===== config.mk =====
export PLATFORM = sky130hd
export DESIGN_NAME = pio_dual_adapter
export DESIGN_NICKNAME = d
export VERILOG_FILES = /design/src/rtl/pio_pkg.sv /design/src/rtl/pio_edge_det.sv /design/src/rtl/pio_ctl2.sv /design/src/rtl/pio_port.sv /design/src/rtl/pio_dual_adapter.sv
export SDC_FILE = /design/constraint.sdc
export NUM_CORES = 1
export LEC_CHECK = 0
export BUFFER_PORTS_ARGS = -buffer_cell sky130_fd_sc_hd__buf_2
export CAP_MARGIN = 20
export CORE_AREA = 2 2 106 67
export DETAILED_ROUTE_END_ITERATION = 10
export DIE_AREA = 0 0 108 69
export PLACE_DENSITY = 0.75
export REMOVE_ABC_BUFFERS = 1
export SYNTH_ARGS = -nofsm -noshare
export SYNTH_HDL_FRONTEND = slang
export SYNTH_SLANG_ARGS = --single-unit

===== constraint.sdc =====
create_clock -name clk -period 3 [get_ports clk]
set_input_delay 0.75 -clock clk [delete_from_list [all_inputs] [get_ports clk]]
set_output_delay 0.75 -clock clk [all_outputs]
set_load 0.1 [all_outputs]

===== src/rtl/pio_pkg.sv =====
package pio_pkg;
  // control register bit positions
  localparam int C1_IRQ_EN  = 0;
  localparam int C1_RISE    = 1;
  localparam int DATA_SEL   = 2;
  localparam int C2_LO      = 3;
  localparam int C2_MID     = 4;
  localparam int C2_IS_OUT  = 5;
  localparam int FLAG2      = 6;
  localparam int FLAG1      = 7;
  localparam int CTL_W      = 8;
  localparam int CTL_WR_W   = 6;

  typedef enum logic [1:0] {
    C2_INPUT     = 2'd0,
    C2_HANDSHAKE = 2'd1,
    C2_PULSE     = 2'd2,
    C2_MANUAL    = 2'd3
  } c2_mode_e;

  function automatic c2_mode_e decode_c2(input logic [2:0] f);
    if (!f[2])      return C2_INPUT;
    else if (f[1])  return C2_MANUAL;
    else if (f[0])  return C2_PULSE;
    else            return C2_HANDSHAKE;
  endfunction
endpackage


===== src/rtl/pio_edge_det.sv =====
module pio_edge_det #(
  parameter int STAGES = 2
) (
  input  logic clk,
  input  logic rst_n,
  input  logic pin,
  output logic rise,
  output logic fall
);
  localparam int TOP = STAGES - 1;

  logic [STAGES-1:0] sync_q;
  logic              last_q;

  always_ff @(posedge clk) begin
    if (!rst_n) begin
      sync_q <= '0;
      last_q <= 1'b0;
    end else begin
      sync_q <= {sync_q[STAGES-2:0], pin};
      last_q <= sync_q[TOP];
    end
  end

  assign rise = sync_q[TOP] & ~last_q;
  assign fall = ~sync_q[TOP] & last_q;
endmodule


===== src/rtl/pio_ctl2.sv =====
module pio_ctl2
  import pio_pkg::*;
(
  input  logic       clk,
  input  logic       rst_n,
  input  logic [2:0] mode_bits,
  input  logic       trig,
  input  logic       c1_act,
  output logic       c2_out,
  output logic       c2_oe
);
  c2_mode_e mode;
  logic     hs_q;
  logic     pulse_q;

  assign mode = decode_c2(mode_bits);

  always_ff @(posedge clk) begin
    if (!rst_n) begin
      hs_q    <= 1'b1;
      pulse_q <= 1'b1;
    end else begin
      pulse_q <= ~trig;
      if (mode != C2_HANDSHAKE) hs_q <= 1'b1;
      else if (trig)            hs_q <= 1'b0;
      else if (c1_act)          hs_q <= 1'b1;
    end
  end

  always_comb begin
    unique case (mode)
      C2_HANDSHAKE: c2_out = hs_q;
      C2_PULSE:     c2_out = pulse_q;
      C2_MANUAL:    c2_out = mode_bits[0];
      default:      c2_out = 1'b1;
    endcase
  end

  assign c2_oe = mode_bits[2];
endmodule


===== src/rtl/pio_port.sv =====
module pio_port
  import pio_pkg::*;
#(
  parameter int W           = 8,
  parameter int SYNC_STAGES = 2,
  parameter bit HS_ON_WRITE = 1'b0
) (
  input  logic             clk,
  input  logic             rst_n,
  input  logic             sel,
  input  logic             rw,
  input  logic             reg_ctl,
  input  logic [W-1:0]     wdata,
  input  logic [W-1:0]     pin_in,
  input  logic             c1,
  input  logic             c2_in,
  output logic [W-1:0]     rdata,
  output logic [W-1:0]     pin_out,
  output logic [W-1:0]     pin_oe,
  output logic             c2_out,
  output logic             c2_oe,
  output logic             irq_n,
  output logic [CTL_W-1:0] ctl_view
);
  logic [W-1:0]        ddr_q, out_q;
  logic [CTL_WR_W-1:0] ctl_q;
  logic                f1_q, f2_q;
  logic                c1_rise, c1_fall, c2_rise, c2_fall;
  logic                c1_act, c2_act, c2_input;
  logic                rd_data, wr_data, wr_ddr, wr_ctl, trig;

  pio_edge_det #(.STAGES(SYNC_STAGES)) i_c1_edge (
    .clk(clk), .rst_n(rst_n), .pin(c1), .rise(c1_rise), .fall(c1_fall));
  pio_edge_det #(.STAGES(SYNC_STAGES)) i_c2_edge (
    .clk(clk), .rst_n(rst_n), .pin(c2_in), .rise(c2_rise), .fall(c2_fall));

  assign rd_data  = sel &  rw & ~reg_ctl &  ctl_q[DATA_SEL];
  assign wr_data  = sel & ~rw & ~reg_ctl &  ctl_q[DATA_SEL];
  assign wr_ddr   = sel & ~rw & ~reg_ctl & ~ctl_q[DATA_SEL];
  assign wr_ctl   = sel & ~rw &  reg_ctl;
  assign c1_act   = ctl_q[C1_RISE] ? c1_rise : c1_fall;
  assign c2_act   = ctl_q[C2_MID]  ? c2_rise : c2_fall;
  assign c2_input = ~ctl_q[C2_IS_OUT];

  generate
    if (HS_ON_WRITE) begin : g_trig_wr
      assign trig = wr_data;
    end else begin : g_trig_rd
      assign trig = rd_data;
    end
  endgenerate

  always_ff @(posedge clk) begin
    if (!rst_n) begin
      ddr_q <= '0;
      out_q <= '0;
      ctl_q <= '0;
    end else begin
      if (wr_ddr)  ddr_q <= wdata;
      if (wr_data) out_q <= wdata;
      if (wr_ctl)  ctl_q <= wdata[CTL_WR_W-1:0];
    end
  end

  // an event in the same cycle as a clearing read is kept
  always_ff @(posedge clk) begin
    if (!rst_n) begin
      f1_q <= 1'b0;
      f2_q <= 1'b0;
    end else begin
      if (c1_act)                f1_q <= 1'b1;
      else if (rd_data)          f1_q <= 1'b0;
      if (c2_act && c2_input)    f2_q <= 1'b1;
      else if (rd_data)          f2_q <= 1'b0;
    end
  end

  pio_ctl2 i_ctl2 (
    .clk(clk), .rst_n(rst_n), .mode_bits(ctl_q[C2_IS_OUT:C2_LO]),
    .trig(trig), .c1_act(c1_act), .c2_out(c2_out), .c2_oe(c2_oe));

  assign ctl_view = {f1_q, f2_q, ctl_q};

  always_comb begin
    rdata = '0;
    if (reg_ctl)                 rdata[CTL_W-1:0] = ctl_view;
    else if (ctl_q[DATA_SEL])    rdata = (out_q & ddr_q) | (pin_in & ~ddr_q);
    else                         rdata = ddr_q;
  end

  assign pin_out = out_q;
  assign pin_oe  = ddr_q;
  assign irq_n   = ~((f1_q & ctl_q[C1_IRQ_EN]) |
                     (f2_q & ctl_q[C2_LO] & c2_input));
endmodule


===== src/rtl/pio_dual_adapter.sv =====
module pio_dual_adapter
  import pio_pkg::*;
#(
  parameter int W           = 8,
  parameter int SYNC_STAGES = 2
) (
  input  logic         clk,
  input  logic         rst_n,
  input  logic         cs,
  input  logic         rw,
  input  logic [1:0]   rs,
  input  logic [W-1:0] wdata,
  output logic [W-1:0] rdata,
  input  logic [W-1:0] pa_in,
  output logic [W-1:0] pa_out,
  output logic [W-1:0] pa_oe,
  input  logic         ca1,
  input  logic         ca2_in,
  output logic         ca2_out,
  output logic         ca2_oe,
  output logic         irqa_n,
  input  logic [W-1:0] pb_in,
  output logic [W-1:0] pb_out,
  output logic [W-1:0] pb_oe,
  input  logic         cb1,
  input  logic         cb2_in,
  output logic         cb2_out,
  output logic         cb2_oe,
  output logic         irqb_n
);
  localparam int NPORT = 2;

  logic [NPORT-1:0][W-1:0]     pin_in_v, pin_out_v, pin_oe_v, rdata_v;
  logic [NPORT-1:0][CTL_W-1:0] ctl_view;
  logic [NPORT-1:0]            c1_v, c2_in_v, c2_out_v, c2_oe_v, irq_n_v;

  assign pin_in_v = {pb_in, pa_in};
  assign c1_v     = {cb1, ca1};
  assign c2_in_v  = {cb2_in, ca2_in};

  for (genvar p = 0; p < NPORT; p++) begin : g_port
    pio_port #(
      .W(W), .SYNC_STAGES(SYNC_STAGES), .HS_ON_WRITE(p == 1)
    ) i_port (
      .clk(clk), .rst_n(rst_n),
      .sel(cs && (rs[1] == 1'(p))), .rw(rw), .reg_ctl(rs[0]),
      .wdata(wdata), .pin_in(pin_in_v[p]), .c1(c1_v[p]), .c2_in(c2_in_v[p]),
      .rdata(rdata_v[p]), .pin_out(pin_out_v[p]), .pin_oe(pin_oe_v[p]),
      .c2_out(c2_out_v[p]), .c2_oe(c2_oe_v[p]), .irq_n(irq_n_v[p]),
      .ctl_view(ctl_view[p]));
  end

  assign rdata   = cs ? rdata_v[rs[1]] : '0;
  assign pa_out  = pin_out_v[0];
  assign pa_oe   = pin_oe_v[0];
  assign pb_out  = pin_out_v[1];
  assign pb_oe   = pin_oe_v[1];
  assign ca2_out = c2_out_v[0];
  assign ca2_oe  = c2_oe_v[0];
  assign cb2_out = c2_out_v[1];
  assign cb2_oe  = c2_oe_v[1];
  assign irqa_n  = irq_n_v[0];
  assign irqb_n  = irq_n_v[1];
endmodule


Word level (Yosys, flattened, before mapping) --
Index checks and enable logic that the tools add are counted. Widths: inputs -> output; s select.
Storage, ports and cells: register bits after elaboration 64, input bits 34, output and inout port bits 46, word-level logic and storage cells 131
Operators by class: order comparisons 1, eq/ne operators 8, mux-type cells 29, bitwise operators 60, reduce and logical (&&, ||, !) cells 11
Operators with widths (number):
- $mux 8 | 7
- $and 8x8->8 | 4
- $and 1x1->1 | 30
- $not 1->1 | 20
- $not 8->8 | 2
- $or 8x8->8 | 2
- $mux 1 | 14
- $mux 2 | 6
- $reduce_bool 2->1 | 5
- $eq 2x2->1 const B | 4
- $pmux 1 s3 | 2
- $eq 2x1->1 const B | 2
- $logic_and 1x1->1 | 4
- $ne 2x1->1 const B | 2
- $reduce_or 2->1 | 2
- $lt 1x2->1 const B | 1
- $or 1x1->1 | 2

Depth between registers and ports, before layout --
Gate-level depths: netlist (run 1).
depth in word-level cells 8, gate-level depth with buffers 5, gate-level depth less buffers 3

Hierarchy --
From an unflattened synthesis (run 1), not the netlist that was laid out.
Unflattened totals: cell total of the unflattened synthesis 339, area, all modules 3160.5 µm²
Modules (own cells, without submodules):
- pio_port (g_port[0].i_port) | times used 1, cells an instance 133, area each 1221.2 µm², seq. area each 480.5 µm²
- pio_port (g_port[1].i_port) | times used 1, cells an instance 133, area each 1218.7 µm², seq. area each 480.5 µm²
- pio_edge_det | times used 4, cells an instance 8, area each 91.3 µm², seq. area each 60.1 µm²
- pio_ctl2 | times used 2, cells an instance 11, area each 98.8 µm², seq. area each 40.0 µm²
- pio_dual_adapter | times used 1, cells an instance 19, area each 157.7 µm², seq. area each 0.0 µm²

Worst setup path before layout (run 1) --
No wires, ideal clock.
path kind reg2out, from register g_port[0].i_port.i_ctl2.hs_q, to output port ca2_out, arrival 3.847 ns, required time 2.250 ns, slack -1.597 ns, stages on the path, launching flop included 3, path buffers 0, path through dfxtp_1 > inv_1 > o311ai_0
Between the ends: longest elaborated chain between the ends 1
Ends and longest elaborated chain:
- start: declaration | RTL line pio_ctl2.sv:13 | logic hs_q;
- start signal: assignment | RTL line pio_ctl2.sv:20 | hs_q <= 1'b1;
- start signal: assignment | RTL line pio_ctl2.sv:24 | if (mode != C2_HANDSHAKE) hs_q <= 1'b1;
- start signal: assignment | RTL line pio_ctl2.sv:25 | else if (trig) hs_q <= 1'b0;
- $pmux 1 s3 | RTL line pio_ctl2.sv:31 | unique case (mode)
- end: declaration | RTL line pio_dual_adapter.sv:19 | output logic ca2_out,
Every way passes these cells.

Worst setup path in the final report (run 1) --
from register g_port[1].i_port.ctl_q[2], to output port rdata[4]
Between the ends: longest elaborated chain between the ends 5
Ends and longest elaborated chain:
- start: declaration | RTL line pio_port.sv:26 | logic [CTL_WR_W-1:0] ctl_q;
- start signal: assignment | RTL line pio_port.sv:61 | if (wr_ctl) ctl_q <= wdata[CTL_WR_W-1:0];
- $mux 8 | RTL line pio_port.sv:87 | else if (ctl_q[DATA_SEL]) rdata = (out_q & ddr_q) | (pin_in & ~ddr_q);
- $mux 8 | RTL line pio_port.sv:86 | if (reg_ctl) rdata[CTL_W-1:0] = ctl_view;
- $mux 8 (not written as such) (2 in a row) | RTL line pio_dual_adapter.sv:53 | assign rdata = cs ? rdata_v[rs[1]] : '0;
- $mux 8 | RTL line pio_dual_adapter.sv:53
- end: declaration | RTL line pio_dual_adapter.sv:13 | output logic [W-1:0] rdata,
Every way passes these cells. The select of a mux whose other input is x is not followed.

==> impl_metrics.py, run 1 <==
metrics = {
    "timing": {
        "clock_skew_ns": 0.00984,
        "hold_viol": 0,
        "max_freq_ghz": 0.348,
        "setup_violations": 0,
        "fin_hold_ws_ns": 0.426,
        "worst_slew_pin_slew_ns": 0.924,
        "fin_tns_setup_ns": 0,
        "fin_crit_sh_pct": 95.8,
        "slew_viol_final": 0,
        "relSlewSlack_pct": 38.4,
        "rsz0062_at_grt": "false",
        "period_minus_slack_ns": 2.87,
    },
    "grt": {
        "grt_max_degree": 65,
        "track_usage_pct": 25.1,
        "overflow": 0,
        "grt_pass1_wl_um": 14500,
        "first_global_vias": 2792,
        "grt_antenna_before_repair": 0,
    },
    "critical_path": {
        "cp_cell_sequence": "a21oi_1, o31a_1, o32ai_1, buf_12",
        "cp_top_family": "compound AO/OA/AOI/OAI gates",
        "cp_slowest_cell": "dfxtp_1",
        "cp.required_ns": 2.25,
        "critPathArrivalTime_ns": 2.12,
        "path_class": "register to primary output",
        "start_kind": "register",
        "slowest_delay_ns": 0.76,
        "cp-end-kind": "primary output",
        "path_buf_inv": 1,
        "cp_max_fo": 22,
    },
    "floorplanning": {
        "fp.dieW_um": 108,
        "die_h_um": 69,
        "start_util_pct": 49.1,
        "core_um2": 6470,
        "rows": 23,
        "ioPinCount": 80,
        "die-area_um2": 7450,
    },
    "synthesis": {
        "ys.flop_type": "dfxtp_1",
        "netlist_instances": 358,
        "seq_area_frac_synth_pct": 40.3,
        "synth_area_um2": 3180,
        "yosys_warnings": 0,
        "avgSynthCellArea_um2": 8.89,
        "synth_edf_count": 0,
        "yosys.cell_types.count": 45,
        "synthArstFlopShare_pct": 0,
        "ys_ff_latch": 64,
    },
    "clocking": {
        "cts.sink_count": 64,
        "numCtsBuffers": 9,
        "tritoncts": "built",
        "cts_root_buf": "clkbuf_8",
        "post_cts_resized": 0,
        "clk_pin_slew_ns": 0.08,
        "clk_latency_ns": 0.35,
        "cts_hold_buffers": 0,
        "htree_num_levels": 3,
        "postCtsSetupRepairBufs": 0,
        "max-clock-path-buffers": 2,
    },
    "route": {
        "remaining_drc_errors": 0,
        "drt_first_iter_violations": 266,
        "m1WireLength_um": 4340,
        "top_layer": "met4",
        "vias_per_cell": 5.91,
        "vias": 3057,
        "postRouteAntennaNets": 0,
        "wl_met2_um": 3770,
        "met3_length_um": 943,
        "drt-pass1-iter-count": 5,
        "routed_wl_um": 9140,
        "wire_per_inst_um": 17.7,
    },
    "power_and_ir_drop": {
        "intPower_mw": 1.36,
        "clkPwrFrac_pct": 40.1,
        "p_seq_share_pct": 46.5,
        "power_density_nw_per_um2": 486,
        "leakagePower_nw": 1.57,
        "vdd_ir_drop_max_uv": 284,
        "power_switching_share_pct": 28.4,
        "power.switching_mw": 0.538,
        "power_frac_comb_pct": 13.4,
    },
    "placement": {
        "place_congestion": 0.877,
        "placed_area_um2": 3690,
        "port_buffers": 79,
        "placedCellCount": 501,
        "place_hpwl_um": 6450,
    },
    "cells_and_area": {
        "num_antenna_cells": 0,
        "fin_cells": 517,
        "postLayoutCellArea_um2": 3900,
        "syn2layout_area_growth_pct": 22.6,
        "fin_nets": 459,
        "drive_above_1_share_pct": 25.3,
    },
    "run_status": {
        "status": "finished, final reports clean",
    },
    "job": {
        "cap_violations": 0,
    },
    "hold_path": {
        "hp-class": "register to register",
    },
}
## area by class of cell
type                    instances  area, um2
flip-flops and latches         64       1280
clock buffers                  10        138
repair buffers                 87        576
well taps                      87        109
clock inverters                 6       68.8
fillers                       579       2570
multi-input cells             256       1700
inverters                       7       26.3
## cell families (layout without fill, tap and decap cells)
group                  after synthesis  count (layout)  synth area share, %
buffers and inverters               38             110                 6.21
AND/OR/NAND/NOR                    126             126                 24.8
AO/OA/AOI/OAI                      117             117                 24.7
multiplexers                        13              13                 4.09
flip-flops                          64              64                 40.3
## cell usage in the layout, fill, tap and decap left out, types with 4 or more instances in the layout
cell type,synthesis,final
nand4bb_1,7,7
nand2b_1,9,9
nor2b_1,20,20
and3b_1,8,8
buf_4,3,8
a21oi_1,6,6
dfxtp_1,64,64
o2111ai_1,4,4
a21boi_1,30,30
nor2_1,7,7
o32ai_1,5,5
a21boi_0,6,6
nand3_1,34,34
and2_1,14,14
inv_1,7,7
mux2i_1,13,13
buf_2,9,71
a211oi_1,4,4
nand2_1,14,14
clkbuf_8,0,10
o21ai_0,43,43
buf_12,0,8
## stage by stage
stage                     util [%]  setup WS, ns  power (mW)
after global placement        57.1         0.171        1.15
after global routing          60.3        0.0187        1.96
after CTS                     60.3         0.133        1.90
final                         60.3         0.126        1.90
after detailed placement      57.1         0.140        1.15
after floorplan                  -         -1.60        1.04
## metal layers
layer	track usage, %	vias up
met5	0	-
met4	6.13	0
met3	9.08	12
met2	34.3	142
met1	37.2	1469
li1	-	1434
## power by group through the flow
stage / Combinational [mW] / Sequential [mW] / Clock (mW)
2_1_floorplan: 0.105 / 0.935 / 0
3_3_place_gp: 0.247 / 0.901 / 0
3_5_place_dp: 0.251 / 0.901 / 0
4_1_cts: 0.252 / 0.882 / 0.763
5_1_grt: 0.268 / 0.885 / 0.810
6_report: 0.255 / 0.882 / 0.760
## path summary, 6_finish.rpt
kind / start / to / slack [ns] / depth (start not counted)
worst max-delay path: g_port[1].i_port.ctl_q[2] / rdata[4] / 0.13 / 4
worst min-delay path: g_port[1].i_port.i_c2_edge.sync_q[0] / g_port[1].i_port.i_c2_edge.sync_q[1] / 0.43 / 1
worst max register to register: g_port[0].i_port.ctl_q[2] / g_port[0].i_port.pin_out[5] / 1.18 / 3
worst min register to register: g_port[1].i_port.i_c2_edge.sync_q[0] / g_port[1].i_port.i_c2_edge.sync_q[1] / 0.43 / 1
## cell usage after synthesis, drive strengths merged (2+ instances only)
master / count / share of area [%]
a32oi: 2 / 0.55
a311oi: 2 / 0.55
o32ai: 5 / 1.4
and2: 15 / 2.9
nand2: 14 / 1.7
a211oi: 4 / 0.94
clkbuf: 14 / 1.7
a21oi: 6 / 0.94
nand4bb: 7 / 2.5
and3b: 8 / 2.2
dfxtp: 64 / 40
nor2b: 20 / 3.9
a21boi: 36 / 8.5
o22ai: 2 / 0.39
nand3: 34 / 5.3
nor2: 7 / 0.83
o311a: 3 / 0.94
nand3b: 3 / 0.71
o21ai: 44 / 6.9
inv: 7 / 0.83
nor3b: 4 / 1.3
o2111ai: 4 / 1.1
buf: 17 / 3.7
mux2i: 13 / 4.1
o31a: 3 / 0.83
nand2b: 9 / 1.8
## sequential cells by signal (all words and copies together), names as in the netlist
| register | count |
|---|---|
| g_port.i_port.pin_oe | 16 |
| g_port.i_port.pin_out | 16 |
| g_port.i_port.ctl_q | 12 |
| g_port.i_port.i_c1_edge.sync_q | 4 |
| g_port.i_port.i_c2_edge.sync_q | 4 |
| g_port.i_port.f1_q | 2 |
| g_port.i_port.f2_q | 2 |
| g_port.i_port.i_c1_edge.last_q | 2 |
| g_port.i_port.i_c2_edge.last_q | 2 |
| g_port.i_port.i_ctl2.hs_q | 2 |
| g_port.i_port.i_ctl2.pulse_q | 2 |
## worst register-to-register path, delay by kind of cell, from the launching register on
kind               cells  cell delay (ns)
and+or+nand+nor        2             0.80
DFF                    1             0.79
AOI/OAI and AO/OA      1             0.16
No activity file was read; power rests on OpenSTA's default activity.
==> run 2: changes to the inputs <==
==> constraint.sdc (replaced) <==
create_clock -name clk -period 3 [get_ports clk]
set_input_delay 0 -clock clk [delete_from_list [all_inputs] [get_ports clk]]
set_output_delay 0 -clock clk [all_outputs]
set_load 0.1 [all_outputs]
==> run 2 against run 1 <==
Effect of this change:
- clock skew fell by 0.0058 ns
- fmax increased by 30%
- routed wire length is 3.3% lower
- highest routed layer unchanged
- sequential power about the same
- non-clock buffer count is 5 higher
- utilization fell by 0.70 points
==> impl_metrics.py, run 2 (synthesis results as in run 1) <==
metrics = {
    "run_status": {
        "status": "finished, final reports clean",
    },
    "timing": {
        "relSlewSlack_pct": 39.4,
        "clock_skew_ns": 0.00405,
        "rsz0062_at_grt": "false",
        "setup_violations": 0,
        "setup_ws_ns": 0.783,
        "fin_hold_ws_ns": 0.197,
        "worst_slew_pin_slew_ns": 0.909,
        "period_minus_slack_ns": 2.22,
        "hold_viol": 0,
        "fin_crit_sh_pct": 73.9,
        "max_freq_ghz": 0.451,
        "fin_tns_setup_ns": 0,
        "slew_viol_final": 0,
    },
    "critical_path": {
        "slowest_delay_ns": 0.77,
        "cp_max_fo": 22,
        "cp_slowest_cell": "dfxtp_1",
        "r2r_end": "g_port[0].i_port.pin_out[0]",
        "critPathArrivalTime_ns": 2.22,
        "cp_cell_sequence": "a21oi_1, o31a_1, o32ai_1, buf_2",
        "start_kind": "register",
        "r2r-start": "g_port[0].i_port.ctl_q[2]",
        "path_class": "register to primary output",
        "cp.required_ns": 3.00,
        "reg2reg_depth": 3,
        "cp-end-kind": "primary output",
        "ff2ff_setup_slack_ns": 1.20,
    },
    "clocking": {
        "cts_root_buf": "clkbuf_8",
        "tritoncts": "built",
        "clk_latency_ns": 0.34,
        "postCtsSetupRepairBufs": 0,
        "max-clock-path-buffers": 2,
        "cts.sink_count": 64,
        "clk_pin_slew_ns": 0.07,
        "numCtsBuffers": 9,
        "htree_num_levels": 3,
    },
    "hold_path": {
        "hp-start": "rw",
        "hold_end": "g_port[0].i_port.i_ctl2.pulse_q",
        "hp-class": "primary input to register",
        "holdPathStages": 4,
    },
    "power_and_ir_drop": {
        "power_switching_share_pct": 26.2,
        "p_seq_share_pct": 45.5,
        "power_density_nw_per_um2": 503,
        "clkPwrFrac_pct": 42.1,
        "vdd_ir_drop_max_uv": 281,
        "power.switching_mw": 0.508,
        "p_total_mw": 1.94,
        "power_frac_comb_pct": 12.4,
        "intPower_mw": 1.43,
        "leakagePower_nw": 1.56,
    },
    "cells_and_area": {
        "num_antenna_cells": 0,
        "final_cell_mix": "buf_2, dfxtp_1, o21ai_0",
        "drive_above_1_share_pct": 22.8,
        "fin_nets": 464,
        "postLayoutCellArea_um2": 3860,
        "layout_commonest_cell": "buf_2",
        "syn2layout_area_growth_pct": 21.2,
        "fin_cells": 522,
        "final_util_pct": 59.6,
    },
    "floorplanning": {
        "start_util_pct": 49.1,
        "die-area_um2": 7450,
        "ioPinCount": 80,
        "fp.dieW_um": 108,
        "rows": 23,
        "core_um2": 6470,
        "die_h_um": 69,
    },
    "route": {
        "postRouteAntennaNets": 0,
        "wire_per_inst_um": 16.9,
        "drt_first_iter_violations": 265,
        "remaining_drc_errors": 0,
        "routed_wl_um": 8830,
        "vias": 3037,
        "vias_per_cell": 5.82,
        "drt-pass1-iter-count": 5,
    },
    "grt": {
        "grt_max_degree": 65,
        "overflow": 0,
        "track_usage_pct": 24.2,
        "grt_use_met3_pct": 7.47,
        "busiest_layer": "met1",
        "grt_pass1_wl_um": 14100,
        "gr-usage-met2_pct": 34.0,
        "first_global_vias": 2769,
        "use_met1_pct": 36.0,
        "grt_antenna_before_repair": 0,
    },
    "job": {
        "cap_violations": 0,
    },
    "placement": {
        "place_congestion": 0.896,
        "place_hpwl_um": 6090,
        "placed_area_um2": 3520,
        "pre_cts_ws_ns": 1.16,
        "placedCellCount": 494,
        "port_buffers": 79,
    },
}
## run 2: changes by cell type in the layout (fill, tap and decap cells not counted), sizes merged
cell / change
dlygate4sd3: +12
buf: -7
clkbuf: +3
clkinv: -3
bufinv: +1
clkinvlp: -1
## run 2: cell type report
class | count | area (um2)
well taps | 87 | 109
repair buffers | 92 | 523
fillers | 606 | 2620
inverters | 7 | 26.3
clock buffers | 13 | 149
flip-flops and latches | 64 | 1280
clock inverters | 3 | 65.1
multi-input cells | 256 | 1700
## run 2: repair_timing
item	CTS	global route
hold endpoints to repair	37	0
hold buffers	12	0
resized for setup	0	0
## run 2: worst max-delay path by stage
| stage | start | slack [ns] | end |
|---|---|---|---|
| after global placement | g_port[1].i_port.ctl_q[2] | 1.23 | rdata[4] |
| final | g_port[1].i_port.ctl_q[2] | 0.78 | rdata[4] |
| after detailed placement | g_port[1].i_port.ctl_q[2] | 1.16 | rdata[4] |
| after global routing | g_port[1].i_port.ctl_q[2] | 0.61 | rdata[4] |
| after floorplan | g_port[0].i_port.i_ctl2.hs_q | -0.85 | ca2_out |
| after CTS | g_port[1].i_port.ctl_q[2] | 0.79 | rdata[4] |
## run 2: critical path, delay by kind of cell (launching register included)
kind	cells	cell delay [ns]
flops	1	0.77
buf+inv	1	0.49
compound gates	3	0.62
## run 2: power groups by stage
stage          clock [mW]  sequential [mW]  combinational, mW
5_1_grt             0.865            0.885              0.256
3_3_place_gp            0            0.901              0.226
3_5_place_dp            0            0.902              0.227
6_report            0.816            0.883              0.241
2_1_floorplan           0            0.935              0.105
4_1_cts             0.826            0.883              0.239
## run 2: metal layers
layer / part of all wire, % / routed length, um / up-vias
met5: 0 / 0 / -
met4: 0.87 / 77 / 0
met3: 9.8 / 866 / 8
met2: 42 / 3700 / 137
met1: 47 / 4180 / 1447
li1: - / - / 1445
